<file path="src/rtl/mpr_pkg.sv">
package mpr_pkg;
  typedef enum logic [2:0] {
    CAUSE_NONE   = 3'd0,
    CAUSE_RANGE  = 3'd1,
    CAUSE_ABSENT = 3'd2,
    CAUSE_KERNEL = 3'd3,
    CAUSE_WPROT  = 3'd4
  } cause_e;

  typedef enum logic [1:0] {
    SZ_BYTE = 2'd0,
    SZ_WORD = 2'd1,
    SZ_LONG = 2'd2
  } size_e;

  localparam int unsigned NUM_RULES = 4;

  // map entry attribute bits
  localparam int unsigned ENT_WE      = 15;
  localparam int unsigned ENT_PRES_HI = 14;
  localparam int unsigned ENT_PRES_LO = 13;

  localparam logic [15:0] GS_RANGE  = 16'h9EFF;
  localparam logic [15:0] GS_ABSENT = 16'h8FFF;

  localparam logic [7:0] LANE_WIDE = 8'h7F;
  localparam logic [7:0] LANE_ODD  = 8'h7D;
  localparam logic [7:0] LANE_EVEN = 8'h7E;
endpackage

</file>
<file path="src/rtl/mpr_rule_chain.sv">
module mpr_rule_chain
  import mpr_pkg::*;
#(
  parameter int unsigned          ADDR_W    = 24,
  parameter logic [ADDR_W-1:0]    RAM_LIMIT = 24'h400000,
  parameter int unsigned          KRN_HI    = 22,
  parameter int unsigned          KRN_LO    = 19
) (
  input  logic [ADDR_W-1:0] addr_i,
  input  logic              write_i,
  input  logic              super_i,
  input  logic [15:0]       entry_i,
  output cause_e            cause_o
);
  logic [NUM_RULES-1:0] fail;
  logic [2:0]           pick;

  // index order is check priority, 0 first
  assign fail[0] = addr_i >= RAM_LIMIT;
  assign fail[1] = entry_i[ENT_PRES_HI:ENT_PRES_LO] == 2'b00;
  assign fail[2] = addr_i[KRN_HI:KRN_LO] == '0;
  assign fail[3] = write_i && !entry_i[ENT_WE];

  always_comb begin
    pick = 3'd0;
    for (int i = NUM_RULES - 1; i >= 0; i--) begin
      if (fail[i]) pick = 3'(i + 1);
    end
    cause_o = super_i ? CAUSE_NONE : cause_e'(pick);
  end
endmodule

</file>
<file path="src/rtl/mpr_lane_code.sv">
module mpr_lane_code
  import mpr_pkg::*;
(
  input  logic [1:0] size_i,
  input  logic       addr_lsb_i,
  output logic [7:0] lane_o
);
  always_comb begin
    if (size_i != SZ_BYTE) lane_o = LANE_WIDE;
    else if (addr_lsb_i)   lane_o = LANE_ODD;
    else                   lane_o = LANE_EVEN;
  end
endmodule

</file>
<file path="src/rtl/mpr_fault_regs.sv">
module mpr_fault_regs
  import mpr_pkg::*;
#(
  parameter int unsigned ADDR_W = 24,
  parameter int unsigned REG_W  = 16
) (
  input  logic              clk_i,
  input  logic              rst_ni,
  input  logic              load_i,
  input  cause_e            cause_i,
  input  logic [7:0]        lane_i,
  input  logic [ADDR_W-1:0] addr_i,
  output logic [REG_W-1:0]  gen_stat_o,
  output logic [REG_W-1:0]  bus_stat0_o,
  output logic [REG_W-1:0]  bus_stat1_o
);
  localparam int unsigned SEG_W = ADDR_W - REG_W;

  always_ff @(posedge clk_i or negedge rst_ni) begin
    if (!rst_ni) begin
      gen_stat_o  <= '0;
      bus_stat0_o <= '0;
      bus_stat1_o <= '0;
    end else if (load_i) begin
      bus_stat0_o <= REG_W'({lane_i, addr_i[ADDR_W-1 -: SEG_W]});
      bus_stat1_o <= addr_i[REG_W-1:0];
      if (cause_i == CAUSE_RANGE)       gen_stat_o <= GS_RANGE;
      else if (cause_i == CAUSE_ABSENT) gen_stat_o <= GS_ABSENT;
    end
  end

  a_r8_bs1_holds: assert property (@(posedge clk_i) disable iff (!rst_ni)
    !load_i |=> $stable(bus_stat1_o));
  a_r9_bs0_holds: assert property (@(posedge clk_i) disable iff (!rst_ni)
    !load_i |=> $stable(bus_stat0_o));
endmodule

</file>
<file path="src/rtl/mpr_access_guard.sv">
module mpr_access_guard
  import mpr_pkg::*;
#(
  parameter int unsigned       ADDR_W    = 24,
  parameter int unsigned       REG_W     = 16,
  parameter logic [ADDR_W-1:0] RAM_LIMIT = 24'h400000,
  parameter int unsigned       KRN_HI    = 22,
  parameter int unsigned       KRN_LO    = 19
) (
  input  logic              clk_i,
  input  logic              rst_ni,
  input  logic              req_valid_i,
  input  logic [ADDR_W-1:0] addr_i,
  input  logic [1:0]        size_i,
  input  logic              write_i,
  input  logic              super_i,
  input  logic [15:0]       map_entry_i,
  output logic              resp_valid_o,
  output logic              allow_o,
  output logic [2:0]        cause_o,
  output logic              bus_err_o,
  output logic [REG_W-1:0]  gen_stat_o,
  output logic [REG_W-1:0]  bus_stat0_o,
  output logic [REG_W-1:0]  bus_stat1_o
);
  cause_e     cause_c;
  logic [7:0] lane_c;
  logic       fault_c;

  mpr_rule_chain #(
    .ADDR_W(ADDR_W), .RAM_LIMIT(RAM_LIMIT), .KRN_HI(KRN_HI), .KRN_LO(KRN_LO)
  ) u_rules (
    .addr_i (addr_i),
    .write_i(write_i),
    .super_i(super_i),
    .entry_i(map_entry_i),
    .cause_o(cause_c)
  );

  mpr_lane_code u_lane (
    .size_i    (size_i),
    .addr_lsb_i(addr_i[0]),
    .lane_o    (lane_c)
  );

  assign fault_c = req_valid_i && (cause_c != CAUSE_NONE);

  mpr_fault_regs #(.ADDR_W(ADDR_W), .REG_W(REG_W)) u_regs (
    .clk_i      (clk_i),
    .rst_ni     (rst_ni),
    .load_i     (fault_c),
    .cause_i    (cause_c),
    .lane_i     (lane_c),
    .addr_i     (addr_i),
    .gen_stat_o (gen_stat_o),
    .bus_stat0_o(bus_stat0_o),
    .bus_stat1_o(bus_stat1_o)
  );

  always_ff @(posedge clk_i or negedge rst_ni) begin
    if (!rst_ni) begin
      resp_valid_o <= 1'b0;
      allow_o      <= 1'b0;
      cause_o      <= '0;
      bus_err_o    <= 1'b0;
    end else begin
      resp_valid_o <= req_valid_i;
      allow_o      <= req_valid_i && (cause_c == CAUSE_NONE);
      cause_o      <= req_valid_i ? cause_c : CAUSE_NONE;
      bus_err_o    <= fault_c;
    end
  end

  a_r1_super_allowed: assert property (@(posedge clk_i) disable iff (!rst_ni)
    req_valid_i && super_i |=> allow_o && !bus_err_o);
  a_r9_err_needs_req: assert property (@(posedge clk_i) disable iff (!rst_ni)
    !req_valid_i |=> !bus_err_o && !resp_valid_o);
  a_r4_kernel_keeps_gs: assert property (@(posedge clk_i) disable iff (!rst_ni)
    bus_err_o && (cause_o == CAUSE_KERNEL) |-> $stable(gen_stat_o));
  a_r5_wprot_keeps_gs: assert property (@(posedge clk_i) disable iff (!rst_ni)
    bus_err_o && (cause_o == CAUSE_WPROT) |-> $stable(gen_stat_o));
  a_r9_err_matches_verdict: assert property (@(posedge clk_i) disable iff (!rst_ni)
    bus_err_o |-> resp_valid_o && !allow_o);
endmodule

</file>
<file path="config.mk">
export PLATFORM = sky130hd
export DESIGN_NAME = mpr_access_guard
export DESIGN_NICKNAME = d
export VERILOG_FILES = /design/src/rtl/mpr_pkg.sv /design/src/rtl/mpr_rule_chain.sv /design/src/rtl/mpr_lane_code.sv /design/src/rtl/mpr_fault_regs.sv /design/src/rtl/mpr_access_guard.sv
export SDC_FILE = /design/constraint.sdc
export NUM_CORES = 1
export LEC_CHECK = 0
export BUFFER_PORTS_ARGS = -buffer_cell sky130_fd_sc_hd__buf_2
export CAP_MARGIN = 20
export CORE_MARGIN = 2
export CORE_UTILIZATION = 41
export CTS_CLUSTER_SIZE = 24
export DETAILED_ROUTE_END_ITERATION = 7
export PLACE_DENSITY = 0.8
export SETUP_SLACK_MARGIN = 0.15
export SYNTH_ARGS = -nofsm -noshare
export SYNTH_HDL_FRONTEND = slang
export SYNTH_HIERARCHICAL = 1
export SYNTH_SLANG_ARGS = --single-unit
</file>
<file path="constraint.sdc">
create_clock -name clk_i -period 0.83 [get_ports clk_i]
set_input_delay 0.083 -clock clk_i [delete_from_list [all_inputs] [get_ports clk_i]]
set_output_delay 0.083 -clock clk_i [all_outputs]
set_load 0.1 [all_outputs]
</file>
### Word-level counts from Yosys, hierarchy flattened

Cells that the tools add are included.

| storage, ports and cells | value |
|---|---|
| word-level logic and storage cells | 31 |
| flip-flop bits (word level) | 54 |
| output and inout port bits | 54 |
| bits of input ports | 47 |

| cells by class | value |
|---|---|
| muxes and demuxes | 10 |
| order comparisons | 1 |
| eq/ne operators | 2 |
| reduce and logical (&&, ||, !) cells | 11 |

Operator list:

| cell | count |
|---|---|
| 16-bit 2-to-1 mux | 2 |
| 24-bit by 23-bit greater-or-equal comparator with 1-bit output, second input constant | 1 |
| 3-bit 2-to-1 mux | 6 |
| 8-bit 2-to-1 mux | 1 |
| 4-bit logical NOT | 1 |
| 2-bit nonzero test | 2 |
| 3-bit by 1-bit equality test with 1-bit output, second input constant | 1 |
| 3-bit by 2-bit equality test with 1-bit output, second input constant | 1 |
| 1-bit logical AND | 3 |
| 3-bit logical NOT | 1 |
| 3-bit nonzero test | 1 |
| 2-bit logical NOT | 1 |
| 2-bit 2-to-1 mux | 1 |
| 2-bit AND reduction | 1 |
| 1-bit logical NOT | 1 |

### Depth between registers and ports, before layout

| logic depth | value |
|---|---|
| word-level depth | 10 |
| gate-level depth with buffers | 7 |
| depth with buffers taken out | 6 |

### By module

The synthesis kept the hierarchy.

Modules (own cells, without submodules):

| module | times used | sequential area each (um^2) | cells an instance | area each (um^2) |
|---|---|---|---|---|
| mpr_fault_regs | 1 | 875.8 | 95 | 1594.0 |
| mpr_access_guard | 1 | 150.1 | 11 | 192.7 |
| mpr_lane_code | 1 | 0.0 | 10 | 67.6 |
| mpr_rule_chain | 1 | 0.0 | 9 | 62.6 |

### Worst setup path before layout

No wires, ideal clock.

| timing path | value |
|---|---|
| path type | input -> register |
| start | in addr_i[20] |
| end | reg u_regs.bus_stat0_o[0] |
| arrival time | 1809 ps |
| required time | 704 ps |
| slack | -1106 ps |
| setup time | 126 ps |
| buffers on the path | 2 |
| stages on the path | 6 |
| cell sequence | or4_4 -> o22ai_1 -> o31a_1 -> buf_6 -> buf_12 -> mux2_4 |

| between the ends | value |
|---|---|
| cells in the longest elaborated chain, start to end | 7 |
| elaborated cells on any way between the ends | 8 |
| classes of those cells | order compare (1); mux (4); reduce/logical (3) |

RTL lines:

| item | line | source |
|---|---|---|
| start, declared | mpr_access_guard.sv:13 | `input logic [ADDR_W-1:0] addr_i,` |
| branches (longest 3 deep; another with 24-bit by 23-bit greater-or-equal comparator with 1-bit output) | n/a |  |
| 3-bit 2-to-1 mux (*) | mpr_rule_chain.sv:27 | `if (fail[i]) pick = 3'(i + 1);` |
| 3-bit 2-to-1 mux (*) | mpr_rule_chain.sv:29 | `cause_o = super_i ? CAUSE_NONE : cause_e'(pick);` |
| via cause_c[0] | mpr_access_guard.sv:26 | `cause_e cause_c;` |
| 3-bit nonzero test (*) | mpr_access_guard.sv:46 | `assign fault_c = req_valid_i && (cause_c != CAUSE_NONE);` |
| 1-bit logical AND (*) | mpr_access_guard.sv:46 |  |
| via fault_c | mpr_access_guard.sv:28 | `logic fault_c;` |
| end signal, assigned | mpr_fault_regs.sv:25 | `bus_stat0_o <= REG_W'({lane_i, addr_i[ADDR_W-1 -: SEG_W]});` |
| end, declared | mpr_fault_regs.sv:14 | `output logic [REG_W-1:0] bus_stat0_o,` |

Mark *: on every way through the listed nets, which the timed path passes.
A chain may end at the register's enable or synchronous reset.

### Worst setup path in the final report

| timing path | value |
|---|---|
| start | in addr_i[20] |
| end | reg u_regs.gen_stat_o[8] |

| between the ends | value |
|---|---|
| cells in the longest elaborated chain, start to end | 8 |
| elaborated cells on any way between the ends | 13 |
| classes of those cells | order compare (1); eq/ne (2); mux (5); reduce/logical (5) |

RTL lines:

| item | line | source |
|---|---|---|
| branches (longest 3 deep; another with 24-bit by 23-bit greater-or-equal comparator with 1-bit output) | n/a |  |
| 3-bit 2-to-1 mux (*) | mpr_rule_chain.sv:27 |  |
| 3-bit 2-to-1 mux (*) | mpr_rule_chain.sv:29 |  |
| via cause_c[2] | mpr_access_guard.sv:26 |  |
| 3-bit nonzero test (*) | mpr_access_guard.sv:46 |  |
| 1-bit logical AND (*) | mpr_access_guard.sv:46 |  |
| via fault_c | mpr_access_guard.sv:28 |  |
| 2-bit AND reduction (no line) (*) | n/a |  |
| end signal, assigned | mpr_fault_regs.sv:21 | `gen_stat_o <= '0;` |
| end signal, assigned | mpr_fault_regs.sv:27 | `if (cause_i == CAUSE_RANGE) gen_stat_o <= GS_RANGE;` |
| end signal, assigned | mpr_fault_regs.sv:28 | `else if (cause_i == CAUSE_ABSENT) gen_stat_o <= GS_ABSENT;` |
| end, declared | mpr_fault_regs.sv:13 | `output logic [REG_W-1:0] gen_stat_o,` |

Marked as above.

==> results.toml <==
[sta]
max_freq_ghz = 0.600
setup_ws_ns = -0.838
rsz0062_at_grt = "yes"
finalClockSkew_ns = 0
layout_min_cycle_time_ns = 1.67
setup_violations = 92
hold_viol_final = 0
hold_slack_ns = 0.00818
report.final.slew_viol_count = 0
tns_ns = -48.25
layout_worst_path_cycle_share_pct = 201

[hold_path]
hp-start = "addr_i[4]"
hold_class = "in -> reg"
whs_path_depth = 2
holdPathEnd = "u_regs/bus_stat1_o[4]"

[finish]
layout_commonest_cell = "buf_12"
area_growth_pct = 112
most-common-layout-cells = "buf_12 (55), dfrtp_4 (41), buf_6 (40)"
drive_gt1_share_pct = 91.1
nets = 317
multi_input_area_um2 = 754
seq_area_mm2 = 0.00118
nFillCells = 142
finalNonFillerCells = 323
antennaDiodeCount = 0
fin_util_pct = 91.9

[detailed_routing]
first_pass_iters = 4
vias = 1596
routedWlPerCell_um = 21.3
via_per_inst = 4.94
drcViolationCount = 0
drtAntennaViolNets = 0
top_layer_used = "met4"
drt_iter0_drc = 43
drt-total-wl_um = 6870
wl_met1_um = 2300
wl_met2_um = 3770
dr_wl_met3_um = 577

[setup_path]
worstPathCellList = "buf_6, or4_4, and4b_2, o31a_4, buf_12, nand2b_4, nor2_1, o22a_1"
start_kind = "input pin"
r2r_slack_ns = -0.29
cp_max_fo = 12
critical_path_required_ns = 1.03
timing.rr.start = "u_regs/bus_stat0_o[0]"
crit_type = "in -> reg"
rr_worst_depth = 3
arrival_ns = 1.87
crit_path_max_incr_delay_ns = 0.54
crit_path_end_kind = "register"
rr_endpoint = "u_regs/bus_stat0_o[0]"
cpMaxStageDelayCell = "or4_4"

[cts]
clock_path_buffers = 2
h-tree-depth = 2
clkLatencyLatePin_ns = 0.30
cts_buffers = 5
cts.sinks = 41
cts-root-buf = "clkbuf_8"
clk_pin_slew_worst_paths_ns = 0.09
cts_tree = "done"

[job]
drv_cap = 0

[pwr]
p_leak_nw = 1.89
ir_drop_mv = 2.41
power.density_mw_per_mm2 = 2510

[synth]
ys_async_sr_fraction_pct = 100
synth.distinct_cells = 27
ys.flop_type = "dfrtp_1"
ys_seq_elements = 41
synth_edf_count = 0
syn_avg_cell_area_um2 = 15.3
syn_area_mm2 = 0.00192
synthCells = 125
synth_warnings = 6
ys_seq_area_share_pct = 53.5

[floorplanning]
fp.dieArea_mm2 = 0.00524
die_w_um = 72.4
start_util_pct = 43.4
die_height_um = 72.4
coreArea_mm2 = 0.00441
num_rows = 24
io_pins = 101

[place]
dpl.cell_count = 290
hpwl_um = 3880
gp_congestion = 0.681
portBuffers = 85
preCtsSetupSlack_ns = -1.14

[grt]
grt_pass1_vias = 1829
overflow = 0
grt_pass1_wl_um = 9550
grt_max_degree = 42
grt_usage_pct = 25.0
antenna_found_initial = 0

[status]
status = "finished with violations"
violations = "setup timing"
flip-flops by register name, summed over array words and instances (netlist names):
name,flops
resp_valid_o,1
bus_err_o,1
allow_o,1
u_regs/bus_stat0_o,16
cause_o,3
u_regs/bus_stat1_o,16
u_regs/gen_stat_o,3
critical path: cells and delay by family:
family | cells | cell delay [ns]
AO/OA/AOI/OAI | 2 | 0.59
buffers and inverters | 2 | 0.26
AND/OR/NAND/NOR | 4 | 0.91
how the worst max path moves through the flow:
stage / to / cells past startpoint / startpoint
4_1_cts: u_regs/gen_stat_o[8] / 8 / addr_i[20]
3_3_place_gp: u_regs/bus_stat0_o[1] / 6 / addr_i[20]
2_1_floorplan: u_regs/bus_stat0_o[0] / 6 / addr_i[20]
6_report: u_regs/gen_stat_o[8] / 8 / addr_i[20]
5_1_grt: u_regs/gen_stat_o[8] / 8 / addr_i[20]
3_5_place_dp: u_regs/bus_stat0_o[4] / 6 / addr_i[20]
cell type report:
type | count | area share [%]
clock buffers | 6 | 1.79
clock inverters | 2 | 0.247
multi-input cells | 66 | 18.6
flip-flops and latches | 41 | 29.1
well taps | 52 | 1.60
repair buffers | 156 | 48.7
power by group:
part	internal [mW]	switching [mW]
clock network	0.584	0.722
logic	2.58	3.43
registers	2.53	0.319
cells in the mapped netlist, types with 2 or more instances:
| master | count | share of area [%] |
|---|---|---|
| dfrtp_1 | 41 | 54 |
| mux2_4 | 30 | 23 |
| buf_4 | 19 | 7.4 |
| a21oi_1 | 3 | 0.78 |
| and2_1 | 3 | 0.98 |
| buf_12 | 3 | 3.1 |
| conb_1 | 3 | 0.59 |
| mux2_2 | 2 | 1.2 |
| nor2_1 | 2 | 0.39 |
| or3_1 | 2 | 0.65 |
metrics by stage:
stage | power, mW | area [um^2]
detailed placement | 8.31 | 3550
CTS | 9.96 | 3980
floorplan | 6.05 | 2240
finish | 10.2 | 4060
global route | 10.4 | 4060
global placement | 8.21 | 3550
routing by layer:
metal  vias to the layer above  GRT usage [%]
met3                        22           8.19
li1                        689              -
met1                       786           27.3
met2                        99           45.8
met5                         -              0
met4                         0           7.82
cells by family after synthesis:
group / count (synthesis) / synth area share (%)
AO/OA/AOI/OAI: 10 / 3.53
XOR/XNOR: 1 / 0.457
buffers and inverters: 23 / 11.2
flip-flops: 41 / 53.5
multiplexers: 32 / 24.7
other: 3 / 0.587
AND/OR/NAND/NOR: 15 / 6.07
repair_timing:
| item | in CTS | in global routing |
|---|---|---|
| setup buffers | 16 | 7 |
| hold endpoints to repair | 41 | 0 |
| pin swaps | 2 | 2 |
| resized for setup | 44 | 5 |
| hold buffers | 1 | 0 |
| cloned | 1 | 0 |
| setup endpoints to repair | 92 | 92 |
No activity file was read; power rests on OpenSTA's default activity.
